### config.mk
export PLATFORM = sky130hd
export DESIGN_NAME = pwr_mon
export DESIGN_NICKNAME = d
export VERILOG_FILES = /design/src/rtl/pm_pkg.sv /design/src/rtl/pm_expand.sv /design/src/rtl/pm_cmp.sv /design/src/rtl/pm_fsm.sv /design/src/rtl/pm_sticky.sv /design/src/rtl/pwr_mon.sv
export SDC_FILE = /design/constraint.sdc
export NUM_CORES = 1
export LEC_CHECK = 0
export ABC_AREA = 1
export BUFFER_PORTS_ARGS = -buffer_cell sky130_fd_sc_hd__buf_2
export CAP_MARGIN = 20
export CORE_MARGIN = 2
export CORE_UTILIZATION = 49
export CTS_CLUSTER_DIAMETER = 120
export DETAILED_ROUTE_END_ITERATION = 8
export PLACE_DENSITY = 0.83
export SETUP_SLACK_MARGIN = 0.1
export SLEW_MARGIN = 20
export SYNTH_ARGS = -nofsm -noshare
export SYNTH_HDL_FRONTEND = slang
export SYNTH_HIERARCHICAL = 1
export SYNTH_SLANG_ARGS = --single-unit
### constraint.sdc
create_clock -name clk -period 0.8 [get_ports clk]
set_input_delay 0.04 -clock clk [delete_from_list [all_inputs] [get_ports clk]]
set_output_delay 0.04 -clock clk [all_outputs]
set_load 0.01 [all_outputs]
### src/rtl/pm_pkg.sv
package pm_pkg;

    typedef enum logic [2:0] {
        MS_IDLE,
        MS_CLEAR,
        MS_HIGH,
        MS_LOW,
        MS_BOTH
    } mon_state_e;

    localparam int FLAG_CNT  = 2;
    localparam int IDX_OVER  = 0;
    localparam int IDX_UNDER = 1;

endpackage

### src/rtl/pm_expand.sv
// Widens a narrow limit field into a sample-width compare value;
// the field lands in the top bits and the low bits are zero.
module pm_expand #(
    parameter int FLD_W = 4,
    parameter int SMP_W = 8
) (
    input  logic [FLD_W-1:0] fld,
    output logic [SMP_W-1:0] lim
);

    localparam int PAD_W = SMP_W - FLD_W;

    generate
        if (PAD_W > 0) begin : g_pad
            assign lim = {fld, {PAD_W{1'b0}}};
        end else begin : g_nopad
            assign lim = fld[FLD_W-1 -: SMP_W];
        end
    endgenerate

endmodule

### src/rtl/pm_cmp.sv
// Unsigned strict comparisons against both expanded limits.
module pm_cmp #(
    parameter int SMP_W = 8
) (
    input  logic [SMP_W-1:0] smp,
    input  logic [SMP_W-1:0] hi_lim,
    input  logic [SMP_W-1:0] lo_lim,
    output logic             above,
    output logic             below
);

    always_comb begin
        above = (smp > hi_lim);
        below = (smp < lo_lim);
    end

endmodule

### src/rtl/pm_fsm.sv
// Verdict state machine: holds the result of the last accepted sample.
module pm_fsm
    import pm_pkg::*;
(
    input  logic                clk,
    input  logic                rst_n,
    input  logic                en,
    input  logic                valid,
    input  logic                above,
    input  logic                below,
    output logic                over_flag,
    output logic                under_flag,
    output logic [FLAG_CNT-1:0] set_req
);

    mon_state_e state_q;
    mon_state_e state_d;
    logic       take;

    assign take = en && valid;

    // next-state selection
    always_comb begin
        state_d = state_q;
        if (!en) begin
            state_d = MS_IDLE;
        end else if (take) begin
            if (above && below) begin
                state_d = MS_BOTH;
            end else if (above) begin
                state_d = MS_HIGH;
            end else if (below) begin
                state_d = MS_LOW;
            end else begin
                state_d = MS_CLEAR;
            end
        end
    end

    // state register
    always_ff @(posedge clk or negedge rst_n) begin
        if (!rst_n) begin
            state_q <= MS_IDLE;
        end else begin
            state_q <= state_d;
        end
    end

    // outputs decoded from state
    always_comb begin
        over_flag  = 1'b0;
        under_flag = 1'b0;
        unique case (state_q)
            MS_IDLE:  ;
            MS_CLEAR: ;
            MS_HIGH:  over_flag = 1'b1;
            MS_LOW:   under_flag = 1'b1;
            MS_BOTH: begin
                over_flag  = 1'b1;
                under_flag = 1'b1;
            end
            default: ;
        endcase
    end

    // set strobes for the sticky bank, same cycle as the state update
    always_comb begin
        set_req            = '0;
        set_req[IDX_OVER]  = take && above;
        set_req[IDX_UNDER] = take && below;
    end

endmodule

### src/rtl/pm_sticky.sv
// Bank of sticky bits: set has priority over a write-one-to-clear.
module pm_sticky #(
    parameter int N = 2
) (
    input  logic         clk,
    input  logic         rst_n,
    input  logic [N-1:0] set_req,
    input  logic         clr_wr,
    input  logic [N-1:0] clr_mask,
    output logic [N-1:0] sticky
);

    genvar gi;
    generate
        for (gi = 0; gi < N; gi++) begin : g_bit
            always_ff @(posedge clk or negedge rst_n) begin
                if (!rst_n) begin
                    sticky[gi] <= 1'b0;
                end else if (set_req[gi]) begin
                    sticky[gi] <= 1'b1;
                end else if (clr_wr && clr_mask[gi]) begin
                    sticky[gi] <= 1'b0;
                end
            end
        end
    endgenerate

endmodule

### src/rtl/pwr_mon.sv
module pwr_mon
    import pm_pkg::*;
#(
    parameter int SMP_W = 8,
    parameter int FLD_W = 4
) (
    input  logic                 clk,
    input  logic                 rst_n,
    input  logic                 mon_en,
    input  logic                 smp_valid,
    input  logic [SMP_W-1:0]     smp_data,
    input  logic [2*FLD_W-1:0]   lim_reg,
    input  logic                 clr_wr,
    input  logic [FLAG_CNT-1:0]  clr_mask,
    output logic                 over_flag,
    output logic                 under_flag,
    output logic                 over_sticky,
    output logic                 under_sticky
);

    logic [SMP_W-1:0]    hi_lim;
    logic [SMP_W-1:0]    lo_lim;
    logic                above;
    logic                below;
    logic [FLAG_CNT-1:0] set_req;
    logic [FLAG_CNT-1:0] sticky;

    pm_expand #(.FLD_W(FLD_W), .SMP_W(SMP_W)) u_exp_hi (
        .fld (lim_reg[2*FLD_W-1:FLD_W]),
        .lim (hi_lim)
    );

    pm_expand #(.FLD_W(FLD_W), .SMP_W(SMP_W)) u_exp_lo (
        .fld (lim_reg[FLD_W-1:0]),
        .lim (lo_lim)
    );

    pm_cmp #(.SMP_W(SMP_W)) u_cmp (
        .smp    (smp_data),
        .hi_lim (hi_lim),
        .lo_lim (lo_lim),
        .above  (above),
        .below  (below)
    );

    pm_fsm u_fsm (
        .clk        (clk),
        .rst_n      (rst_n),
        .en         (mon_en),
        .valid      (smp_valid),
        .above      (above),
        .below      (below),
        .over_flag  (over_flag),
        .under_flag (under_flag),
        .set_req    (set_req)
    );

    pm_sticky #(.N(FLAG_CNT)) u_sticky (
        .clk      (clk),
        .rst_n    (rst_n),
        .set_req  (set_req),
        .clr_wr   (clr_wr),
        .clr_mask (clr_mask),
        .sticky   (sticky)
    );

    assign over_sticky  = sticky[IDX_OVER];
    assign under_sticky = sticky[IDX_UNDER];

endmodule

# Word level (Yosys, flattened, before mapping)
# Index checks and enable logic that the tools add are counted.
dict set report word_totals {
  reg_bits 5
  input_bits 23
  output_inout_bits 4
  wordCells 30
}
dict set report classes {
  n_lt_le_gt_ge 2
  n_eq_ne 4
  muxes 11
  n_reduce_logical 10
}
# cell n
set op_table {}
lappend op_table {{$mux 3} 4}
lappend op_table {{$gt 8x8->1} 1}
lappend op_table {{$lt 8x8->1} 1}
lappend op_table {{$eq 3x2->1 const B} 2}
lappend op_table {{$logic_and 1x1->1} 6}
lappend op_table {{$mux 1} 6}
lappend op_table {{$reduce_bool 2->1} 2}
lappend op_table {{$reduce_or 2->1} 2}
lappend op_table {{$eq 3x3->1 const B} 1}
lappend op_table {{$mux 2} 1}
lappend op_table {{$ne 2x1->1 const B} 1}

# Longest topological paths before layout
# Gate-level depths: netlist of the first run.
dict set report logic_depth {
  word_depth 6
  depth_mapped 13
  ltp_nobuf 13
}

# Modules after synthesis
# Netlist of the first run, hierarchy kept.
# module instances cells_per_inst area_per_inst_um2 seq_area_each_um2
set by_module_without_submodules {}
lappend by_module_without_submodules {pm_cmp 1 66 401.6 0.0}
lappend by_module_without_submodules {pm_fsm 1 27 186.4 75.1}
lappend by_module_without_submodules {pm_expand 2 9 63.8 0.0}
lappend by_module_without_submodules {pm_sticky 1 10 80.1 50.0}

# Worst setup path before layout of the first run
# Ideal clock, no wire load.
dict set report synth_timing {
  path_kind {in2reg}
  start {input port lim_reg[7]}
  end {register u_fsm.state_q[1]}
  setup_ns 0.117
  t_arrival_ns 1.196
  t_required_ns 0.683
  setup_slack_ns -0.513
  path_stages 11
  path_buffers 1
  path_cell_list {buf_4 inv_1 ha_1 nand2_1 nor2_2 nand3_1 nor2_1 a21oi_1 ha_1 nand3_1 nand2_1}
}
dict set report synth_via {
  elab_chain_cells 5
  elab_cells_between_ends 6
  classes_between {1 x order compare; 4 x mux; 1 x reduce/logical}
}
# element line
set synth_lines {}
lappend synth_lines {{start: declaration} pwr_mon.sv:12} ;# input logic [2*FLD_W-1:0] lim_reg,
lappend synth_lines {{$gt 8x8->1 *} pm_cmp.sv:13} ;# above = (smp > hi_lim);
lappend synth_lines {{named net above} pwr_mon.sv:23} ;# logic above;
lappend synth_lines {{$mux 3 / $logic_and 1x1->1 (equally long branches)} {pm_fsm.sv:30, pm_fsm.sv:28}}
lappend synth_lines {{$mux 3 *} pm_fsm.sv:28} ;# if (above && below) begin
lappend synth_lines {{$mux 3 *} pm_fsm.sv:27} ;# end else if (take) begin
lappend synth_lines {{$mux 3 *} pm_fsm.sv:25} ;# if (!en) begin
lappend synth_lines {{end signal: assignment} pm_fsm.sv:45} ;# state_q <= state_d;
lappend synth_lines {{end: declaration} pm_fsm.sv:16} ;# mon_state_e state_q;
# The timed path passes the listed nets; every way through them passes the cells marked *. The select of a mux whose other input is x is not followed.
# A chain may end at the register's enable or synchronous reset.

# Worst setup path in the final report of the first run
dict set report layout_timing {
  start {input port smp_data[1]}
  end {register u_fsm.state_q[1]}
}
dict set report layout_via {
  elab_cells_between_ends 8
  classes_between {2 x order compare; 5 x mux; 1 x reduce/logical}
}
# element line
set layout_rtl {}
lappend layout_rtl {{start: declaration} pwr_mon.sv:11} ;# input logic [SMP_W-1:0] smp_data,
lappend layout_rtl {{$gt 8x8->1 *} pm_cmp.sv:13}
lappend layout_rtl {{named net above} pwr_mon.sv:23}
lappend layout_rtl {{$mux 3 / $logic_and 1x1->1 (equally long branches)} {pm_fsm.sv:30, pm_fsm.sv:28}}
lappend layout_rtl {{$mux 3 *} pm_fsm.sv:28}
lappend layout_rtl {{$mux 3 *} pm_fsm.sv:27}
lappend layout_rtl {{$mux 3 *} pm_fsm.sv:25}
# Marked as above.

==> results_dict.tcl, run 1 <==
set metrics [dict create \
    synth_common_cells "nand2_1 (28), inv_1 (26), buf_4 (16), ha_1 (16), nand3_1 (9)" \
    synthAdderAreaFrac 0.252 \
    drcViolationCount 0 \
    rows 14 \
    start_kind "input port" \
    post_drt_wl_per_cell_microns 12.9 \
    r2r_start "u_fsm/state_q[1]" \
    path_max_fanout 2 \
    yosysMostFrequentCell "nand2_1" \
    synth_top_cell_area_share 0.252 \
    viasPerCell 4.94 \
    yosys.area.top_type "ha_1" \
    diodes 0 \
    clock_latency_ns 0.25 \
    dr.pass1.iters 4 \
    finish.net_count 186 \
    fin_util 0.851 \
    clock_path_buffers 2 \
    yosys.area_share.simple 0.237 \
    outcome "finished with violations" \
    ios 27 \
    muxShareOfSynthArea 0 \
    synth_compound_area_frac 0.0660 \
    die_w_microns 44.3 \
    worstPathArrival_ns 1.25 \
    grt_antenna_before_repair 0 \
    root_buffer "clkbuf_4" \
    slew_viol_final 0 \
    violations "negative setup slack" \
    syn-cell-area_sq_um 796 \
    max_freq_mhz 898 \
    synth-seq-cells 5 \
    fin_worst_skew_ns 0 \
    cts_sinks 5 \
    syn_to_final_growth_pct 61.2 \
    hold_start "clr_mask[0]" \
    n_fill_cell 92 \
    finalSetupTns_ns -1.63 \
    clkSlewWorstSetupHoldPaths_ns 0.04 \
    finalWorstSetupSlack_ns -0.314 \
    ant_nets 0 \
    min_path_type "in -> reg" \
    finalSetupViolCount 7 \
    min_to "u_sticky/sticky[0]" \
    r2r_slack_ns 0.02 \
    synth_xor_area_frac 0 \
    netlist_top_cells_area "ha_1 (25%), dfrtp_1 (16%), buf_4 (15%)" \
    max-cap-violations 0 \
    r2r_end "u_fsm/state_q[1]" \
    design.die.area_sq_um 1960 \
    critical_path_class "in -> reg" \
    grt_max_degree 8 \
    ys.flop_type "dfrtp_1" \
    track_usage 0.188 \
    ys_types 15 \
    synthArstFlopShare 1.00 \
    reg2reg_depth 3 \
    layout_min_cycle_time_ns 1.11 \
    min_period_over_period 1.39 \
    syn_area_per_cell_sq_um 6.58 \
    gp_congestion 0.686 \
    leakage_uw 0.000629 \
    yosysWarningCount 6 \
    core-area_sq_um 1510 \
    dp.cells 155 \
    first_iter_violations 14 \
    min_path_cells 4 \
    start_util 0.528 \
    drive_gt1_frac 0.527 \
    grt_pass1_wl_microns 2720 \
    rsz0062_at_grt "true" \
    grt_pass1_vias 734 \
    irDropWorstVdd_mv 0.744 \
    instances_no_fill 162 \
    die_h_microns 44.3 \
    synth_cells 121 \
    portBuffers 26 \
    synth-edff-count 0 \
    vias 801 \
    endpoint_kind "flop" \
    numCtsBuffers 3 \
    p_per_area_nw_per_um2 1030 \
    cts_htree_levels 1 \
    dp_hpwl_microns 1240 \
    totalWireLength_microns 2090 \
    synth_top_family_by_area "buffers and inverters" \
    hold_viol 0 \
    cts_tree "yes" \
    yosysSeqAreaShare 0.157 \
    critPathRequiredTime_ns 0.94 \
    grt_overflow 0 \
]
-- area by class of cell --
class / instances / area [sq um] / area share
multi-input cells: 79 / 739 / 0.577
well taps: 16 / 20.0 / 0.0156
repair buffers: 31 / 268 / 0.209
clock buffers: 4 / 26.3 / 0.0205
flip-flops and latches: 5 / 125 / 0.0976
inverters: 27 / 104 / 0.0810
-- metrics by stage --
step	instance area, sq um	worst slack [ns]	hold WS (ns)	power [uW]
final	1280	-0.314	0.0448	1320
after global routing	1280	-0.338	0.0588	1410
after CTS	1170	-0.266	0.0401	1190
after detailed placement	951	-0.596	-0.138	763
after global placement	951	-0.550	-0.141	740
after floorplan	921	-0.435	-0.256	650
-- kinds of logic after synthesis --
kind of cell,Yosys count
and+or+nand+nor,46
buffers and inverters,43
adders and majority gates,16
AOI/OAI and AO/OA,9
DFF,5
other,2
-- what timing repair did --
action                     in CTS  in global routing
gates resized for setup        34                 22
setup endpoints to repair       9                  9
hold endpoints to repair        5                  0
hold buffers                    1                  0
pin swaps                      27                 15
buffers inserted                1                  1
-- layout by cell type (no fill, tap or decap), drive strengths merged --
cell type / synthesis / layout
buf: 16 / 30
nand2: 29 / 29
inv: 27 / 27
ha: 16 / 16
nand3: 9 / 9
conb: 2 / 8
nor2: 8 / 8
a21oi: 7 / 7
dfrtp: 5 / 5
clkbuf: 0 / 4
dlygate4sd3: 0 / 1
o21ai: 1 / 1
a21o: 1 / 1
-- worst max-delay path, stage by stage --
cell	delay (ns)
buf_6	0.11
ha_4	0.26
nand2_1	0.06
nand2_1	0.05
nand2_1	0.07
nand2_1	0.09
nand2_2	0.07
a21oi_4	0.18
ha_4	0.22
nand3_2	0.06
nand2_1	0.05
-- state kept, by name, summed over array words and instances (netlist names) --
name / flops
u_fsm/state_q: 3
u_sticky/sticky: 2
-- routing by layer --
layer  global-route usage  up-vias  share of wire
li1                     -      395              -
met1                0.185      374           0.36
met2                0.365       25           0.58
met3               0.0490        7          0.040
met4               0.0788        0          0.024
met5                    0        -              0
-- worst max path at each step --
stage           startpoint          endpoint  slack [ns]  cells past startpoint
2_1_floorplan   lim_reg[5]  u_fsm/state_q[1]       -0.44                     11
3_3_place_gp   smp_data[3]  u_fsm/state_q[1]       -0.55                     11
3_5_place_dp   smp_data[3]  u_fsm/state_q[1]       -0.60                     11
4_1_cts        smp_data[3]  u_fsm/state_q[1]       -0.27                     11
5_1_grt         lim_reg[5]  u_fsm/state_q[1]       -0.34                     10
6_report       smp_data[1]  u_fsm/state_q[1]       -0.31                     11
-- power breakdown --
| part | total [uW] | internal [uW] | switching, uW |
|---|---|---|---|
| clock network | 304 | 189 | 115 |
| logic | 713 | 363 | 350 |
| registers | 305 | 284 | 20.9 |
Power figures use the tool's default switching activity.
==> run 2: changes to the inputs <==
GPL_TIMING_DRIVEN = 1   (was unset)
REMOVE_ABC_BUFFERS = 1   (was unset)
clock period = 1.26 ns   (was 0.8 ns; I/O delays follow)
==> results_dict.tcl, run 2 (synthesis gave the netlist of run 1 again) <==
set metrics [dict create \
    grt_overflow 0 \
    fin_worst_skew_ns 0 \
    start_kind "input port" \
    n_fill_cell 120 \
    dp.cells 156 \
    ant_nets 0 \
    cts_tree "yes" \
    max_freq_mhz 861 \
    first_iter_violations 16 \
    finalHoldWorstSlack_ns 0.0727 \
    grt_pass1_vias 680 \
    gp_congestion 0.754 \
    vias 754 \
    finish.net_count 186 \
    grt_pass1_wl_microns 2330 \
    portBuffers 26 \
    rsz0062_at_grt "true" \
    p_switching_uw 246 \
    irDropWorstVdd_mv 0.406 \
    die_w_microns 44.3 \
    internal_power_uw 466 \
    start_util 0.528 \
    core-area_sq_um 1510 \
    grt_antenna_before_repair 0 \
    ios 27 \
    syn_to_final_growth_pct 33.5 \
    critical_path_class "in -> reg" \
    rows 14 \
    outcome "finished with violations" \
    finalSetupViolCount 0 \
    layout_min_cycle_time_ns 1.16 \
    switching_share 0.346 \
    min_period_over_period 0.922 \
    cts_sinks 5 \
    die_h_microns 44.3 \
    power_frac_clock 0.255 \
    dr.pass1.iters 7 \
    slew_viol_final 0 \
    mostFrequentLayoutCells "nand2_1 (25), inv_1 (23), buf_2 (21)" \
    clkSlewWorstSetupHoldPaths_ns 0.04 \
    p_comb_frac 0.472 \
    design.die.area_sq_um 1960 \
    leakage_uw 0.000597 \
    p_per_area_nw_per_um2 671 \
    root_buffer "clkbuf_4" \
    max-cap-violations 0 \
    cts_htree_levels 1 \
    numCtsBuffers 3 \
    endpoint_kind "flop" \
    largest-register "u_fsm/state_q" \
    track_usage 0.158 \
    top_regs "u_fsm/state_q x3, u_sticky/sticky x2" \
    clock_latency_ns 0.24 \
    instances_no_fill 162 \
    hold_viol 0 \
    totalWireLength_microns 1680 \
    path_max_fanout 2 \
    viasPerCell 4.65 \
    final_common_cell "nand2_1" \
    diodes 0 \
    p_total_uw 712 \
    post_drt_wl_per_cell_microns 10.4 \
    grt_max_degree 8 \
    multi_input_area_sq_um 596 \
    dp_hpwl_microns 1200 \
    violations "design-rule violations" \
    critPathRequiredTime_ns 1.39 \
    drive_gt1_frac 0.384 \
    pwr-share-seq 0.273 \
    drcViolationCount 1 \
    finalSetupTns_ns 0 \
    regArea_sq_um 125 \
    clock_path_buffers 2 \
    min_path_type "in -> reg" \
    largest_reg_flops 3 \
    worstPathArrival_ns 1.29 \
]
## run 2: cell count changes in the layout (fill, tap and decap cells not counted), moves of 4 or more
cell | before | now
buf_2 | 14 | 21
buf_4 | 2 | 6
buf_6 | 10 | 3
buf_8 | 4 | 0
ha_1 | 2 | 9
ha_4 | 14 | 7
inv_1 | 17 | 23
inv_2 | 9 | 4
nand2_1 | 21 | 25
## run 2: power groups by stage
| stage | combinational [uW] | clock [uW] | sequential (uW) |
|---|---|---|---|
| after floorplan | 145 | 0 | 200 |
| after global placement | 244 | 0 | 195 |
| after detailed placement | 256 | 0 | 197 |
| after CTS | 263 | 187 | 195 |
| after global routing | 377 | 201 | 197 |
| final | 336 | 182 | 195 |
## run 2: worst paths after layout
path | endpoint | cells past startpoint | startpoint | slack [ns]
min in group asynchronous | u_fsm/state_q[0] | 2 | rst_n | 0.17
min | u_sticky/sticky[0] | 4 | clr_mask[0] | 0.07
max in group asynchronous | u_sticky/sticky[1] | 2 | rst_n | 0.96
max reg2reg | u_fsm/state_q[1] | 3 | u_fsm/state_q[1] | 0.47
max | u_fsm/state_q[1] | 11 | lim_reg[4] | 0.1
min reg2reg | u_sticky/sticky[1] | 2 | u_sticky/sticky[1] | 0.47
## run 2: what timing repair did
action,CTS,global route
endpoints found under the setup margin,1,4
pin swaps,2,16
resized for setup,1,27
hold endpoints to repair,5,0
hold buffers,1,0
setup buffers,0,1
## run 2: layout make-up
type,instances,area share
timing repair buffer,31,0.183
clock buffer,4,0.0247
inverter,27,0.0954
tap,16,0.0188
multi-input combinational,79,0.561
sequential,5,0.118
## run 2: per-layer routing
metal	global-route usage	vias up	routed length, microns
li1	-	395	-
met2	0.326	20	968
met1	0.153	339	645
met3	0.0245	0	65
met4	0.0545	0	0
met5	0	-	0
## run 2: worst max-delay path, cell delays in order
cell and delay [ns]:
buf_2 0.09, inv_1 0.05, ha_1 0.28, nand2_2 0.06
nor2_4 0.10, nand3_2 0.08, nor2_2 0.12, a21oi_2 0.05
ha_1 0.27, nand3_1 0.08, nand2_1 0.05
## run 2: per-stage QoR
| step | area (sq um) | util | worst slack, ns |
|---|---|---|---|
| finish | 1060 | 0.705 | 0.0984 |
| global route | 1060 | 0.705 | 0.0691 |
| CTS | 920 | 0.610 | 0.104 |
| detailed placement | 871 | 0.578 | -0.168 |
| global placement | 871 | 0.578 | -0.116 |
| floorplan | 698 | - | 0.00565 |
==> run 3: changes to the inputs <==
BUFFER_PORTS_ARGS = unset   (was -buffer_cell sky130_fd_sc_hd__buf_2)
CORE_UTILIZATION = 55   (was 49)
DONT_BUFFER_PORTS = 1   (was unset)
PLACE_DENSITY = 0.75   (was 0.83)
==> results_dict.tcl, run 3 (synthesis gave the netlist of run 1 again) <==
set metrics [dict create \
    outcome "finished with violations" \
    violations "negative hold slack" \
    use_met1 0.188 \
    p_per_area_nw_per_um2 721 \
    critPathRequiredTime_ns 1.39 \
    core-area_sq_um 1330 \
    cts_sinks 5 \
    dp_hpwl_microns 984 \
    die_h_microns 42.0 \
    grt_overflow 0 \
    n_fill_cell 128 \
    ant_nets 0 \
    rsz0062_at_grt "false" \
    track_usage 0.158 \
    mostFrequentLayoutCells "nand2_1 (27), inv_1 (26), ha_1 (15)" \
    path_max_fanout 2 \
    design.die.area_sq_um 1770 \
    irDropWorstVdd_mv 0.480 \
    drcViolationCount 0 \
    viasPerCell 4.50 \
    critPathLaunch "lim_reg[7]" \
    die_w_microns 42.0 \
    slew_viol_final 0 \
    fin_util 0.627 \
    clkSlewWorstSetupHoldPaths_ns 0.05 \
    syn_to_final_growth_pct 5.03 \
    critical_path_class "in -> reg" \
    drive_gt1_frac 0.0976 \
    grt_max_degree 7 \
    grt_antenna_before_repair 0 \
    min_path_type "in -> reg" \
    rows 13 \
    finalSetupViolCount 0 \
    first_iter_violations 14 \
    leakage_uw 0.000498 \
    cts_setup_buffers 0 \
    clock_latency_ns 0.24 \
    finalWorstSetupSlack_ns 0.184 \
    regArea_sq_um 125 \
    cts_htree_levels 1 \
    finish.net_count 163 \
    grtUsageMet2 0.291 \
    r2r_start "u_sticky/sticky[0]" \
    grt.met3_usage 0.0172 \
    final_common_cell "nand2_1" \
    max-cap-violations 0 \
    cts_tree "yes" \
    top_regs "u_fsm/state_q x3, u_sticky/sticky x2" \
    fin_worst_skew_ns 0 \
    largest_reg_flops 3 \
    finalHoldWorstSlack_ns -0.00433 \
    multi_input_area_sq_um 487 \
    min_period_over_period 0.854 \
    worstPathArrival_ns 1.20 \
    start_kind "input port" \
    root_buffer "clkbuf_4" \
    dr.pass1.iters 4 \
    grt_most_used_layer "met2" \
    largest-register "u_fsm/state_q" \
    totalWireLength_microns 1280 \
    diodes 0 \
    grt_pass1_vias 563 \
    post-place-ws_ns -0.0972 \
    max_freq_mhz 929 \
    hold_start "clr_wr" \
    clock_path_buffers 2 \
    vias 621 \
    numCtsBuffers 3 \
    ios 27 \
    post_drt_wl_per_cell_microns 9.30 \
    layout_min_cycle_time_ns 1.08 \
    start_util 0.597 \
    portBuffers 0 \
    hold_viol 1 \
    gp_congestion 0.696 \
    endpoint_kind "flop" \
    grt_pass1_wl_microns 2180 \
]
## run 3: worst max-delay path, stage by stage
cell and delay [ns]:
inv_1 0.02, ha_1 0.30, nand2_2 0.07, nor2_2 0.10, nand3_1 0.08, nor2_1 0.09
a21oi_1 0.06, ha_1 0.29, nand3_1 0.08, nand2_1 0.05
## run 3: through the flow
step	power, uW	area [sq um]	setup TNS [ns]	cells
after global routing	668	836	0	138
after detailed placement	383	732	-0.0977	128
after CTS	600	828	0	139
final	603	836	0	138
after global placement	377	732	-0.0278	128
after floorplan	344	698	0	111
## run 3: final timing paths
kind                                 endpoint  slack, ns  cells past startpoint
max                          u_fsm/state_q[1]       0.18                     10
min reg2reg                  u_fsm/state_q[2]       0.53                      2
max in group asynchronous    u_fsm/state_q[1]       0.93                      1
min                        u_sticky/sticky[0]     -0.004                      3
max reg2reg                u_sticky/sticky[0]       0.59                      2
min in group asynchronous  u_sticky/sticky[0]       0.12                      1
## run 3: where the power goes
| group | total (uW) | leakage [uW] | internal [uW] | switching, uW |
|---|---|---|---|---|
| Combinational | 210 | 0.000418 | 97.1 | 113 |
| Clock | 192 | 0.0000150 | 120 | 71.7 |
| Sequential | 201 | 0.0000649 | 180 | 20.8 |
| Total | 603 | 0.000498 | 398 | 205 |
## run 3: what timing repair did
action	CTS	global route
endpoints found under the setup margin	0	3
hold buffers	7	0
resized for setup	0	3
endpoints found under the hold margin	10	0
## run 3: layer usage
layer	wire length [microns]	part of all wire
met1	563	0.44
met2	648	0.51
met3	71	0.055
met4	0	0
met5	0	0
## run 3: area by class of cell
| class | count | area share |
|---|---|---|
| flip-flops and latches | 5 | 0.150 |
| well taps | 15 | 0.0225 |
| multi-input cells | 79 | 0.582 |
| inverters | 27 | 0.121 |
| clock buffers | 4 | 0.0314 |
| repair buffers | 8 | 0.0928 |
